<file path="src/rtl/rxf_pkg.sv">
package rxf_pkg;

    localparam int unsigned MIN_FRAME  = 64;
    localparam int unsigned LONG_FRAME = 1518;
    localparam int unsigned HDR_BYTES  = 4;
    localparam int unsigned TAIL_BYTES = 2;
    localparam int unsigned FCS_BYTES  = 4;

    localparam logic [15:0] ST_ODD  = 16'h1000;
    localparam logic [15:0] ST_LONG = 16'h0800;
    localparam logic [7:0]  CTL_EVEN = 8'h40;
    localparam logic [7:0]  CTL_ODD  = 8'h60;
    localparam logic [31:0] CRC_POLY = 32'hEDB88320;

    typedef enum logic [3:0] {
        S_IDLE,
        S_SINK,
        S_ALLOC,
        S_HEAD,
        S_DATA,
        S_PAD,
        S_FCS,
        S_TAIL,
        S_CTRL,
        S_FIN
    } fsm_e;

    // Per-frame layout decisions, fixed when the first byte is presented
    typedef struct packed {
        logic [15:0] status;
        logic [15:0] count;
        logic        keep_fcs;
        logic        odd_tail;
        logic        need_pad;
    } plan_t;

    // One byte of reflected CRC-32, least significant bit first
    function automatic logic [31:0] crc_step(logic [31:0] c, logic [7:0] b);
        logic [31:0] r;
        r = c ^ {24'd0, b};
        for (int k = 0; k < 8; k++) begin
            r = r[0] ? ((r >> 1) ^ CRC_POLY) : (r >> 1);
        end
        return r;
    endfunction

endpackage

</file>
<file path="src/rtl/rxf_frame_plan.sv">
module rxf_frame_plan
    import rxf_pkg::*;
#(
    parameter int unsigned LEN_W      = 12,
    parameter int unsigned PAGE_BYTES = 2048
) (
    input  logic [LEN_W-1:0] len,
    input  logic             rx_en,
    input  logic             soft_rst,
    input  logic             strip,
    output plan_t            plan,
    output logic             drop
);
    localparam logic [15:0] MIN16  = 16'(MIN_FRAME);
    localparam logic [15:0] LONG16 = 16'(LONG_FRAME);
    localparam logic [15:0] PAGE16 = 16'(PAGE_BYTES);
    localparam logic [15:0] OVH16  = 16'(HDR_BYTES + TAIL_BYTES);
    localparam logic [15:0] FCS16  = 16'(FCS_BYTES);

    logic [15:0] len16;
    logic [15:0] eff;
    logic [15:0] cnt;

    always_comb begin
        len16 = 16'(len);
        eff   = (len16 < MIN16) ? MIN16 : len16;
        cnt   = {eff[15:1], 1'b0} + OVH16 + (strip ? 16'd0 : FCS16);

        plan.count    = cnt;
        plan.keep_fcs = !strip;
        plan.odd_tail = eff[0];
        plan.need_pad = (len16 < MIN16);
        plan.status   = ((len16 > LONG16) ? ST_LONG : 16'd0)
                      | (eff[0] ? ST_ODD : 16'd0);
        drop          = !rx_en || soft_rst || (cnt > PAGE16);
    end

endmodule

</file>
<file path="src/rtl/rxf_crc32.sv">
module rxf_crc32
    import rxf_pkg::*;
(
    input  logic        clk,
    input  logic        rst,
    input  logic        init,
    input  logic        upd,
    input  logic [7:0]  din,
    output logic [31:0] fcs
);
    logic [31:0] acc_q;

    always_ff @(posedge clk) begin
        if (rst || init) begin
            acc_q <= '1;
        end else if (upd) begin
            acc_q <= crc_step(acc_q, din);
        end
    end

    assign fcs = ~acc_q;

endmodule

</file>
<file path="src/rtl/rxf_emit.sv">
module rxf_emit
    import rxf_pkg::*;
(
    input  fsm_e        st,
    input  logic [1:0]  sub,
    input  logic [15:0] status,
    input  logic [15:0] count,
    input  logic        odd,
    input  logic [31:0] fcs,
    input  logic [7:0]  din,
    input  logic [7:0]  trail,
    output logic [7:0]  dout
);
    always_comb begin
        dout = 8'd0;
        unique case (st)
            S_HEAD: begin
                unique case (sub)
                    2'd0:    dout = status[7:0];
                    2'd1:    dout = status[15:8];
                    2'd2:    dout = count[7:0];
                    default: dout = count[15:8];
                endcase
            end
            S_DATA:  dout = din;
            S_FCS:   dout = fcs[8*sub +: 8];
            S_TAIL:  dout = odd ? trail : 8'd0;
            S_CTRL:  dout = odd ? CTL_ODD : CTL_EVEN;
            default: dout = 8'd0;
        endcase
    end

endmodule

</file>
<file path="src/rtl/rx_frame_packer.sv">
module rx_frame_packer
    import rxf_pkg::*;
#(
    parameter int unsigned LEN_W      = 12,
    parameter int unsigned PAGE_BYTES = 2048,
    parameter int unsigned PG_W       = 2
) (
    input  logic                          clk,
    input  logic                          rst,
    input  logic                          cfg_rx_en,
    input  logic                          cfg_soft_rst,
    input  logic                          cfg_strip_crc,
    input  logic                          s_valid,
    output logic                          s_ready,
    input  logic [7:0]                    s_data,
    input  logic                          s_last,
    input  logic [LEN_W-1:0]              s_len,
    output logic                          alloc_req,
    input  logic                          alloc_ack,
    input  logic                          alloc_ok,
    input  logic [PG_W-1:0]               alloc_page,
    output logic                          wr_en,
    output logic [PG_W-1:0]               wr_page,
    output logic [$clog2(PAGE_BYTES)-1:0] wr_addr,
    output logic [7:0]                    wr_data,
    output logic                          q_push,
    output logic [PG_W-1:0]               q_page,
    output logic                          rx_irq,
    output logic                          done
);
    localparam int unsigned AW = $clog2(PAGE_BYTES);
    localparam logic [15:0] PAD_END = 16'(MIN_FRAME - 1);

    fsm_e            st_q;
    plan_t           plan_q;
    plan_t           plan_now;
    logic            drop_now;
    logic [PG_W-1:0] page_q;
    logic [AW-1:0]   addr_q;
    logic [15:0]     pos_q;
    logic [1:0]      sub_q;
    logic [7:0]      trail_q;
    logic [31:0]     fcs;
    logic            hold_tail;
    logic            crc_upd;
    fsm_e            body_next;

    rxf_frame_plan #(
        .LEN_W      (LEN_W),
        .PAGE_BYTES (PAGE_BYTES)
    ) u_plan (
        .len      (s_len),
        .rx_en    (cfg_rx_en),
        .soft_rst (cfg_soft_rst),
        .strip    (cfg_strip_crc),
        .plan     (plan_now),
        .drop     (drop_now)
    );

    assign crc_upd = ((st_q == S_DATA) && s_valid) || (st_q == S_PAD);

    rxf_crc32 u_crc (
        .clk  (clk),
        .rst  (rst),
        .init (st_q == S_IDLE),
        .upd  (crc_upd),
        .din  ((st_q == S_DATA) ? s_data : 8'd0),
        .fcs  (fcs)
    );

    rxf_emit u_emit (
        .st     (st_q),
        .sub    (sub_q),
        .status (plan_q.status),
        .count  (plan_q.count),
        .odd    (plan_q.odd_tail),
        .fcs    (fcs),
        .din    (s_data),
        .trail  (trail_q),
        .dout   (wr_data)
    );

    // The final byte of an odd padded length is kept back until after the CRC
    assign hold_tail = s_last && plan_q.odd_tail;
    assign body_next = plan_q.keep_fcs ? S_FCS : S_TAIL;

    always_comb begin
        s_ready   = (st_q == S_DATA) || (st_q == S_SINK);
        alloc_req = (st_q == S_ALLOC);
        unique case (st_q)
            S_HEAD, S_PAD, S_FCS, S_TAIL, S_CTRL: wr_en = 1'b1;
            S_DATA:  wr_en = s_valid && !hold_tail;
            default: wr_en = 1'b0;
        endcase
    end

    assign wr_page = page_q;
    assign wr_addr = addr_q;
    assign q_page  = page_q;
    assign q_push  = (st_q == S_FIN);
    assign rx_irq  = (st_q == S_FIN);
    assign done    = (st_q == S_FIN);

    always_ff @(posedge clk) begin
        if (rst) begin
            st_q    <= S_IDLE;
            plan_q  <= '0;
            page_q  <= '0;
            addr_q  <= '0;
            pos_q   <= '0;
            sub_q   <= '0;
            trail_q <= '0;
        end else begin
            unique case (st_q)
                S_IDLE: begin
                    if (s_valid) begin
                        plan_q <= plan_now;
                        st_q   <= drop_now ? S_SINK : S_ALLOC;
                    end
                end
                S_SINK: begin
                    if (s_valid && s_last) begin
                        st_q <= S_IDLE;
                    end
                end
                S_ALLOC: begin
                    if (alloc_ack) begin
                        if (alloc_ok) begin
                            page_q <= alloc_page;
                            addr_q <= '0;
                            sub_q  <= '0;
                            st_q   <= S_HEAD;
                        end else begin
                            st_q <= S_SINK;
                        end
                    end
                end
                S_HEAD: begin
                    addr_q <= addr_q + 1'b1;
                    sub_q  <= sub_q + 1'b1;
                    if (sub_q == 2'd3) begin
                        pos_q <= '0;
                        st_q  <= S_DATA;
                    end
                end
                S_DATA: begin
                    if (s_valid) begin
                        pos_q <= pos_q + 1'b1;
                        if (hold_tail) begin
                            trail_q <= s_data;
                        end else begin
                            addr_q <= addr_q + 1'b1;
                        end
                        if (s_last) begin
                            sub_q <= '0;
                            st_q  <= plan_q.need_pad ? S_PAD : body_next;
                        end
                    end
                end
                S_PAD: begin
                    addr_q <= addr_q + 1'b1;
                    pos_q  <= pos_q + 1'b1;
                    if (pos_q == PAD_END) begin
                        st_q <= body_next;
                    end
                end
                S_FCS: begin
                    addr_q <= addr_q + 1'b1;
                    sub_q  <= sub_q + 1'b1;
                    if (sub_q == 2'd3) begin
                        st_q <= S_TAIL;
                    end
                end
                S_TAIL: begin
                    addr_q <= addr_q + 1'b1;
                    st_q   <= S_CTRL;
                end
                S_CTRL: begin
                    addr_q <= addr_q + 1'b1;
                    st_q   <= S_FIN;
                end
                S_FIN: begin
                    st_q <= S_IDLE;
                end
                default: begin
                    st_q <= S_IDLE;
                end
            endcase
        end
    end

endmodule

</file>
<file path="config.mk">
export PLATFORM = sky130hd
export DESIGN_NAME = rx_frame_packer
export DESIGN_NICKNAME = d
export VERILOG_FILES = /design/src/rtl/rxf_pkg.sv /design/src/rtl/rxf_frame_plan.sv /design/src/rtl/rxf_crc32.sv /design/src/rtl/rxf_emit.sv /design/src/rtl/rx_frame_packer.sv
export SDC_FILE = /design/constraint.sdc
export NUM_CORES = 1
export LEC_CHECK = 0
export BUFFER_PORTS_ARGS = -buffer_cell sky130_fd_sc_hd__buf_2
export CAP_MARGIN = 20
export CORE_ASPECT_RATIO = 0.75
export CORE_MARGIN = 2
export CORE_UTILIZATION = 64
export CTS_CLUSTER_DIAMETER = 100
export DETAILED_ROUTE_END_ITERATION = 8
export PLACE_DENSITY = 0.86
export SLEW_MARGIN = 15
export SYNTH_ARGS = -nofsm -noshare
export SYNTH_HDL_FRONTEND = slang
export SYNTH_SLANG_ARGS = --single-unit
</file>
<file path="constraint.sdc">
create_clock -name clk -period 5.3 [get_ports clk]
set_input_delay 0.53 -clock clk [delete_from_list [all_inputs] [get_ports clk]]
set_output_delay 0.53 -clock clk [all_outputs]
set_load 0.01 [all_outputs]
</file>
==> out/results.tsv, run 1 <==
metric	value	unit
outcome	complete, no violations	
CP Launch Type	input port	
clk slew on worst S/H paths	0.07	ns
CP endpoint kind	flop	
unrepaired setup endpoints after global routing	false	
Max Slew Vio Count	0	
Peak VDD IR	0.000196	V
Worst-Skew Late Latency	0.34	ns
Synth Cell Area	5590	um^2
Root Driver	clkbuf_16	
final core occ	72.9	%
drt via density	6.18	
grt total ovfl	0	
layout cells sized above 1	15.1	%
clock sinks	91	
max_slew headroom	33.7	%
first-pass GRT wire length	23200	um
final WL	14100	um
PD cells	263	nW/um^2
Worst-Margin Slew	0.991	ns
final setup fails	0	
Die Span Y	85.0	um
n_diodes	0	
H-tree depth	3	
Area growth syn-to-layout	10.2	%
Final GP Congestion	0.865	
initial drt markers	855	
Critical Setup Path Class	input port to flop	
TritonRoute pass-1 iters	5	
required time worst endpoint	5.53	ns
Worst Path Max Fanout	8	
mean post-synth cell area	8.52	um^2
total track usage	30.2	%
Yosys reg bits	91	
die span in x	112	um
sequential share of the synthesized area	32.6	%
vias in the first global route	4621	
syn nets	696	
Final Hold Fails	0	
Fin Setup TNS	0	ns
Yosys warnings	0	
cts hold-fix bufs	0	
Max-Cap Viols	0	
Distinct cells, synth	58	
DIE AREA	9510	um^2
fin crit share	76.6	%
remaining antenna violation count after routing	0	
Boundary Pins	60	
# fillers	567	
Mapped Cells	656	
pin count of the biggest net entering global routing	63	
via count	4941	
WP data arrival	4.30	ns
Final Net Count	726	
clock skew	0.00726	ns
share of the synthesized area in the top cell type	32.6	%
HPWL Detailed	9820	um
synth top area cells	dfxtp_1, xor2_1, xnor2_1, nand2_1, nor2_1	
reg2reg path depth	6	
Max Freq	0.246	GHz
HP Class	input port to flop	
CTS Buffer Depth	2	
cell taking the most area after synthesis	dfxtp_1	
Tmin final	4.06	ns
DR DRC count	0	
CTS resizes	0	
Hold Path Stages	2	
initial antenna violation count	0	
Initial Util	66.1	%
Post-synth top flop	dfxtp_1	
# rows	29	
CTS buffer count	9	
post-CTS setup buffers	0	
leak pwr	0.00249	uW
EDFF count, synth	0	
Post-synth ARST share	0	%
per-cell routed wire length	17.6	um
I/O Buffers	59	
CORE AREA	8450	um^2
TritonCTS clock tree	yes	
## worst paths after layout
kind              slack, ns           from              end
setup / recovery       1.24      s_len[11]          st_q[0]
hold / removal         0.39  cfg_strip_crc        plan_q[2]
setup reg to reg       1.78        st_q[2]  u_crc.acc_q[21]
hold reg to reg        0.46      plan_q[7]        plan_q[7]
## kinds of logic (layout without fill, tap and decap cells)
| group | count (synthesis) | in the layout | share of synthesized area (%) |
|---|---|---|---|
| AOI/OAI and AO/OA | 120 | 120 | 14.7 |
| xor gates and xnor gates | 110 | 110 | 19.8 |
| adders and majority gates | 9 | 9 | 2.15 |
| buffers and inverters | 55 | 90 | 4.09 |
| DFF | 91 | 91 | 32.6 |
| muxes | 22 | 22 | 5.75 |
| and+or+nand+nor | 249 | 249 | 20.9 |
## per-layer routing
| layer | up-vias | GRT usage, % | part of all wire (%) |
|---|---|---|---|
| met5 | - | 0 | 0 |
| met3 | 31 | 7.43 | 9.0 |
| met1 | 2321 | 41.9 | 44 |
| li1 | 2348 | - | - |
| met2 | 241 | 47.9 | 45 |
| met4 | 0 | 7.87 | 1.5 |
## synth_stat cells (7+ instances only)
master    number
a211oi_1      10
a21oi_1       22
and2_1         9
and3_1        13
clkbuf_1      27
dfxtp_1       91
ha_1           8
inv_1         12
mux2i_1       13
mux4_2         8
nand2_1       79
nand3_1       16
nand4_1        7
nor2_1        77
nor3_1        12
nor4_1         9
o211ai_1      34
o21ai_0       20
xnor2_1       43
xor2_1        54
## layout by cell type (no fill, tap or decap), types with 5 or more instances in the layout
master	n
nor2_1	77
nor2b_1	6
xor2_1	54
nor3_1	12
clkbuf_16	9
and4_1	5
or2_2	5
o21ai_0	20
a211oi_1	10
nor4_1	9
a22oi_1	6
mux2i_1	13
nand2_1	79
ha_1	8
dfxtp_1	91
and3_1	13
mux4_2	8
inv_1	12
o211ai_1	34
buf_2	59
xnor2_2	5
nand3_1	16
xnor2_1	43
a21oi_1	22
nand4_1	7
and2_1	9
## per-stage QoR
stage                     hold slack (ns)  power, uW  cell area [um^2]  setup WS (ns)  std cells
after floorplan                     0.432        906              5590           1.67        656
after global placement              0.442        963              5860           1.17        783
after detailed placement            0.454        969              5860          0.944        783
after CTS                           0.386       1620              6160           1.27        799
after global routing                0.390       1670              6160          0.973        799
final                               0.391       1620              6160           1.24        799
## registers in the layout, indices dropped and copies added (netlist names)
signal / flops
u_crc.acc_q: 32
plan_q: 16
pos_q: 16
wr_addr: 11
trail_q: 8
st_q: 4
q_page: 2
sub_q: 2
## cell type report
cell class                      instances  area (um^2)  share of cell area (%)
Inverter                               12         45.0                   0.731
Tap cell                              108          135                    2.19
Clock buffer                            9          225                    3.66
Sequential cell                        91         1820                    29.6
Clock inverter                          7         75.1                    1.22
Multi-Input combinational cell        510         3540                    57.5
Timing Repair Buffer                   62          318                    5.16
## worst max-delay path, cell delays in order
cell,delay (ns)
buf_2,0.14
nor4_1,0.46
nand2_1,0.24
nand2_1,0.12
ha_1,0.23
inv_1,0.06
ha_1,0.15
inv_1,0.05
fa_1,0.40
nor2b_1,0.43
nand3_1,0.16
xor2_1,0.18
or4b_1,0.45
a211o_1,0.34
a311o_1,0.35
## report_power, final
part           total [uW]  switching [uW]  internal [uW]
Clock                 658             288            370
Combinational         216             137           79.0
Sequential            747            39.2            708
Power figures use the tool's default switching activity.
==> run 2, diff against run 1 <==
- ABC_AREA: not set -> 1
- CORE_UTILIZATION: 64 -> 54
- PLACE_DENSITY: 0.86 -> 0.77
- clock period: 5.3 -> 3.35 ns (I/O delays scaled with it)
==> run 2 against run 1 <==
  * Wire length is 9.1% higher
  * Worst setup slack worse by 0.62 ns
  * Final cell count is 26% higher
  * Sequential share of layout area is 1.1 points lower
  * Clock skew is 0.0014 ns higher
  * Critical path type is now flop to primary output
==> out/results.tsv, run 2 <==
metric	value	unit
Mapped Cells	813	
TritonRoute pass-1 iters	6	
Tmin final	2.73	ns
initial antenna violation count	0	
Boundary Pins	60	
CP bufs+invs	1	
cts hold-fix bufs	0	
Final Hold Fails	0	
Post-synth top flop	dfxtp_1	
met1 Resource Use GR	39.7	%
Max Slew Vio Count	0	
Worst-Skew Late Latency	0.35	ns
share of the synthesized area in the top cell type	32.2	%
most frequent cell after synthesis	nand2_1	
Final GP Congestion	0.940	
worst-path cell chain	nand2_1, nor2_1, o21ai_0, o21ai_0, a21oi_1, o21ai_0, buf_2	
DR DRC count	0	
HPWL Detailed	11500	um
sequential share of the synthesized area	32.2	%
top post-synthesis cells by count	nand2_1, inv_1, dfxtp_1, o21ai_0, a21oi_1	
total track usage	28.0	%
clock sinks	91	
# rows	32	
required time worst endpoint	3.01	ns
initial drt markers	536	
post-CTS setup buffers	0	
I/O Buffers	59	
fin crit share	81.4	%
Worst Path Max Fanout	6	
CTS Buffer Depth	2	
drt via density	5.66	
met2 Use GR	42.3	%
leak pwr	0.00289	uW
Max-Cap Viols	0	
Top delay family on crit path	simple AND/OR/NAND/NOR gates	
Synth Cell Area	5660	um^2
Initial Util	55.2	%
unrepaired setup endpoints after global routing	false	
commonest cells after routing, fill and taps aside	nand2_1, inv_1, dfxtp_1, o21ai_0, a21oi_1	
first-pass GRT wire length	24900	um
Final Net Count	904	
max_slew headroom	40.2	%
Distinct cells, synth	47	
Yosys reg bits	91	
n_diodes	0	
CORE AREA	10200	um^2
cell taking the most area after synthesis	dfxtp_1	
mean post-synth cell area	6.97	um^2
TritonCTS clock tree	yes	
biggest regs	u_crc.acc_q: 32 flops, plan_q: 16 flops, pos_q: 16 flops	
Post-synth ARST share	0	%
CP endpoint kind	primary output	
via count	5684	
syn nets	853	
Root Driver	clkbuf_16	
vias in the first global route	5177	
largest reg by FF count	u_crc.acc_q	
pin count of the biggest net entering global routing	41	
max reg flops	32	
WP data arrival	2.39	ns
synth top area cells	dfxtp_1, nand2_1, o21ai_0, a21oi_1, inv_1	
final setup fails	0	
Worst-Margin Slew	0.895	ns
Tot Pwr	2630	uW
per-cell routed wire length	15.3	um
Die Span Y	92.7	um
most numerous cell on the critical path	o21ai_0	
clk slew on worst S/H paths	0.06	ns
Area growth syn-to-layout	12.9	%
final hold slack	0.189	ns
EDFF count, synth	0	
Critical Setup Path Class	flop to primary output	
DIE AREA	11300	um^2
commonest non-fill, non-tap cell in the layout	nand2_1	
Fin Setup TNS	0	ns
# fillers	934	
final core occ	62.4	%
H-tree depth	3	
HP Class	input port to flop	
slowest CP cell	nor2_1	
final WL	15300	um
outcome	complete, no violations	
remaining antenna violation count after routing	0	
CTS buffer count	9	
Max Freq	0.367	GHz
clock skew	0.00868	ns
Yosys warnings	0	
PD cells	411	nW/um^2
Most Crowded Layer GR	met2	
grt met3 use	6.34	%
CP Launch Type	flop	
layout cells sized above 1	14.0	%
Peak VDD IR	0.000259	V
Slowest Stage Delay on Critical Path	0.56	ns
grt total ovfl	0	
CTS resizes	0	
die span in x	122	um
run 2: cell type report:
class / count / area (um^2) / share of cell area, %
repair buffers: 69 / 370 / 5.79
well taps: 136 / 170 / 2.66
clock buffers: 11 / 253 / 3.95
multi-input cells: 581 / 3270 / 51.2
inverters: 112 / 420 / 6.58
flip-flops and latches: 91 / 1820 / 28.5
clock inverters: 5 / 85.1 / 1.33
run 2: cells by family (layout without fill, tap and decap cells):
group	Yosys count	count (layout)	synth area share [%]
adders and majority gates	9	9	2.12
xor gates and xnor gates	59	59	11.9
AOI/OAI and AO/OA	206	206	20.1
buffers and inverters	141	197	10.1
DFF	91	91	32.2
and+or+nand+nor	307	307	23.6
run 2: where the power goes:
| group | internal (uW) | switching (uW) | leakage (uW) |
|---|---|---|---|
| clock network | 697 | 446 | 0.000162 |
| logic | 106 | 228 | 0.00199 |
| registers | 1120 | 31.5 | 0.000738 |
run 2: per-layer routing:
layer	vias to the layer above	wire, um
met2	271	6550
met5	-	0
met1	2590	7110
li1	2781	-
met3	42	1380
met4	0	308
run 2: final timing paths:
kind                 start              to  slack [ns]  cells past startpoint
max                st_q[1]      wr_data[4]        0.62                      7
min          cfg_strip_crc       plan_q[2]        0.19                      2
max reg2reg        st_q[3]  u_crc.acc_q[4]        0.65                     12
min reg2reg     wr_addr[7]      wr_addr[7]        0.46                      2
run 2: through the flow:
stage                     cell area [um^2]  worst slack, ns  cells
after global placement                6050            0.496    989
after global routing                  6390            0.427   1005
after CTS                             6390            0.666   1005
after detailed placement              6050            0.423    989
final                                 6390            0.622   1005
after floorplan                       5660            0.679    813
run 2: worst reg2reg max path, cell delays in order (launching register included):
cell and delay [ns]:
dfxtp_1 0.35, inv_2 0.10, nand2_2 0.11, nor2_2 0.45, nand2_1 0.14, nand2_1 0.11, nand2_2 0.27, nand3_1 0.20
nand2_2 0.21, xor2_1 0.22, or2_2 0.29, nand3_1 0.08, nand2_1 0.06
==> run 3, diff against run 2 <==
- clock period: 3.35 -> 2.2 ns (I/O delays scaled with it)
==> run 3 against run 2 <==
  * Final cell count is 5.2% higher
  * Sequential power is 52% higher
  * Flip-flop and latch count stayed put
  * Total power is 46% higher
  * Register-to-register slack worse by 0.56 ns
  * Clock power is 29% higher
  * Largest cell class unchanged
  * Sequential share of layout area is 2.4 points lower
  * Cell area is 9.5% higher
  * Worst hold slack worse by 0.042 ns
  * Worst setup slack worse by 0.61 ns
  * Highest routed layer unchanged
==> out/results.tsv, run 3 (synthesis gave the netlist of run 2 again) <==
metric	value	unit
outcome	complete, no violations	
CP Launch Type	input port	
I/O Buffers	59	
unrepaired setup endpoints after global routing	true	
grt total ovfl	0	
clock skew	0.0116	ns
initial drt markers	444	
Final Hold Fails	0	
switch share	28.8	%
Boundary Pins	60	
Tot Pwr	3840	uW
final WL	16300	um
TritonCTS clock tree	yes	
DIE AREA	11300	um^2
commonest cells after routing, fill and taps aside	nand2_1, inv_1, dfxtp_1, a21oi_1, o21ai_0	
Initial Util	55.2	%
Peak VDD IR	0.000426	V
layout cells sized above 1	23.3	%
most numerous cell on the critical path	nand2_1	
die span in x	122	um
PD cells	548	nW/um^2
Critical Setup Path Class	input port to flop	
CTS Buffer Depth	2	
Worst-Margin Slew	0.812	ns
H-tree depth	3	
via count	5919	
n_diodes	0	
commonest non-fill, non-tap cell in the layout	nand2_1	
register area	1830	um^2
CORE AREA	10200	um^2
multi-input logic area	3460	um^2
max reg flops	32	
DR DRC count	0	
slowest CP cell	fa_2	
switching pwr	1110	uW
Clk network pwr share	38.3	%
clk slew on worst S/H paths	0.07	ns
total internal power	2730	uW
# fillers	889	
biggest regs	u_crc.acc_q: 32 flops, plan_q: 16 flops, pos_q: 16 flops	
max_slew headroom	45.7	%
first-pass GRT wire length	25900	um
Final GP Congestion	0.965	
CTS buffer count	9	
Max Freq	0.457	GHz
Area growth syn-to-layout	23.6	%
largest reg by FF count	u_crc.acc_q	
TritonRoute pass-1 iters	7	
HP Class	input port to flop	
Max-Cap Viols	0	
Max Slew Vio Count	0	
clock sinks	91	
total track usage	29.0	%
sequential share of power	45.6	%
required time worst endpoint	2.43	ns
worst-path cell chain	buf_8, nor2_4, nand3_4, nand2_4, ha_4, inv_4, ha_4, inv_2, fa_2, nand4_1, nor2_1, nand3_1, nor2_1, nand2_1, nand2_2, nand2_1, nand2_1, nand2_1, nand2_1, a21oi_1	
Worst-Skew Late Latency	0.35	ns
initial antenna violation count	0	
drt via density	5.60	
remaining antenna violation count after routing	0	
Slowest Stage Delay on Critical Path	0.53	ns
HPWL Detailed	12200	um
final core occ	68.3	%
Root Driver	clkbuf_16	
Comb pwr share	16.1	%
pin count of the biggest net entering global routing	41	
Final Net Count	957	
vias in the first global route	5452	
# rows	32	
fin crit share	99.5	%
Tmin final	2.19	ns
per-cell routed wire length	15.4	um
final setup fails	0	
Worst Path Max Fanout	2	
final hold slack	0.148	ns
Die Span Y	92.7	um
WP data arrival	2.42	ns
CP endpoint kind	flop	
leak pwr	0.00316	uW
## run 3: cell types whose count changed in the layout (fill, tap and decap cells not counted), sizes merged
| cell | change |
|---|---|
| buf | +53 |
| clkbuf | -1 |
| clkinvlp | +2 |
| bufinv | -2 |
## run 3: critical path: cells and delay by family
family	cells	cell delay, ns
simple gates	13	1.08
fa+ha+maj	3	0.86
buf+inv	3	0.18
compound gates	1	0.06
## run 3: worst paths after layout
kind / start / endpoint / slack, ns / cells after the start
setup / recovery: s_len[8] / st_q[0] / 0.01 / 20
hold / removal: alloc_page[0] / q_page[0] / 0.15 / 3
setup reg to reg: st_q[2] / u_crc.acc_q[3] / 0.09 / 8
hold reg to reg: wr_addr[7] / wr_addr[7] / 0.46 / 2
## run 3: per-stage QoR
stage          area, um^2  setup WS, ns  setup TNS, ns  std cells
2_1_floorplan        5740        -0.125         -0.208        813
3_3_place_gp         6490        -0.298         -0.713       1036
3_5_place_dp         6490        -0.398          -1.10       1036
4_1_cts              6810        0.0129              0       1053
5_1_grt              7000        -0.133         -0.684       1057
6_report             7000        0.0105              0       1057
## run 3: final cells by class
class / count / share of cell area (%)
Tap cell: 136 / 2.43
Sequential cell: 91 / 26.1
Timing Repair Buffer: 122 / 11.9
Multi-Input combinational cell: 581 / 49.5
Inverter: 112 / 6.04
Clock inverter: 5 / 0.572
Clock buffer: 10 / 3.41
## run 3: metal layers
layer | wire length [um] | global-route usage (%)
met5 | 0 | 0
met4 | 221 | 7.47
met3 | 1380 | 6.65
met2 | 7300 | 44.8
met1 | 7420 | 40.8
## run 3: power by group through the flow
stage          Sequential [uW]  Clock [uW]  Combinational [uW]
6_report                  1750        1470                 617
5_1_grt                   1760        1560                 684
4_1_cts                   1750        1490                 575
3_5_place_dp              1790           0                 569
3_3_place_gp              1780           0                 558
2_1_floorplan             1780           0                 354
## run 3: what timing repair did
action                     4_1_cts  5_1_grt
hold endpoints to repair         0        0
hold buffers                     0        0
buffers inserted                 2        4
setup endpoints to repair        9       41
pin swaps                        2       15
resized for setup                9       47
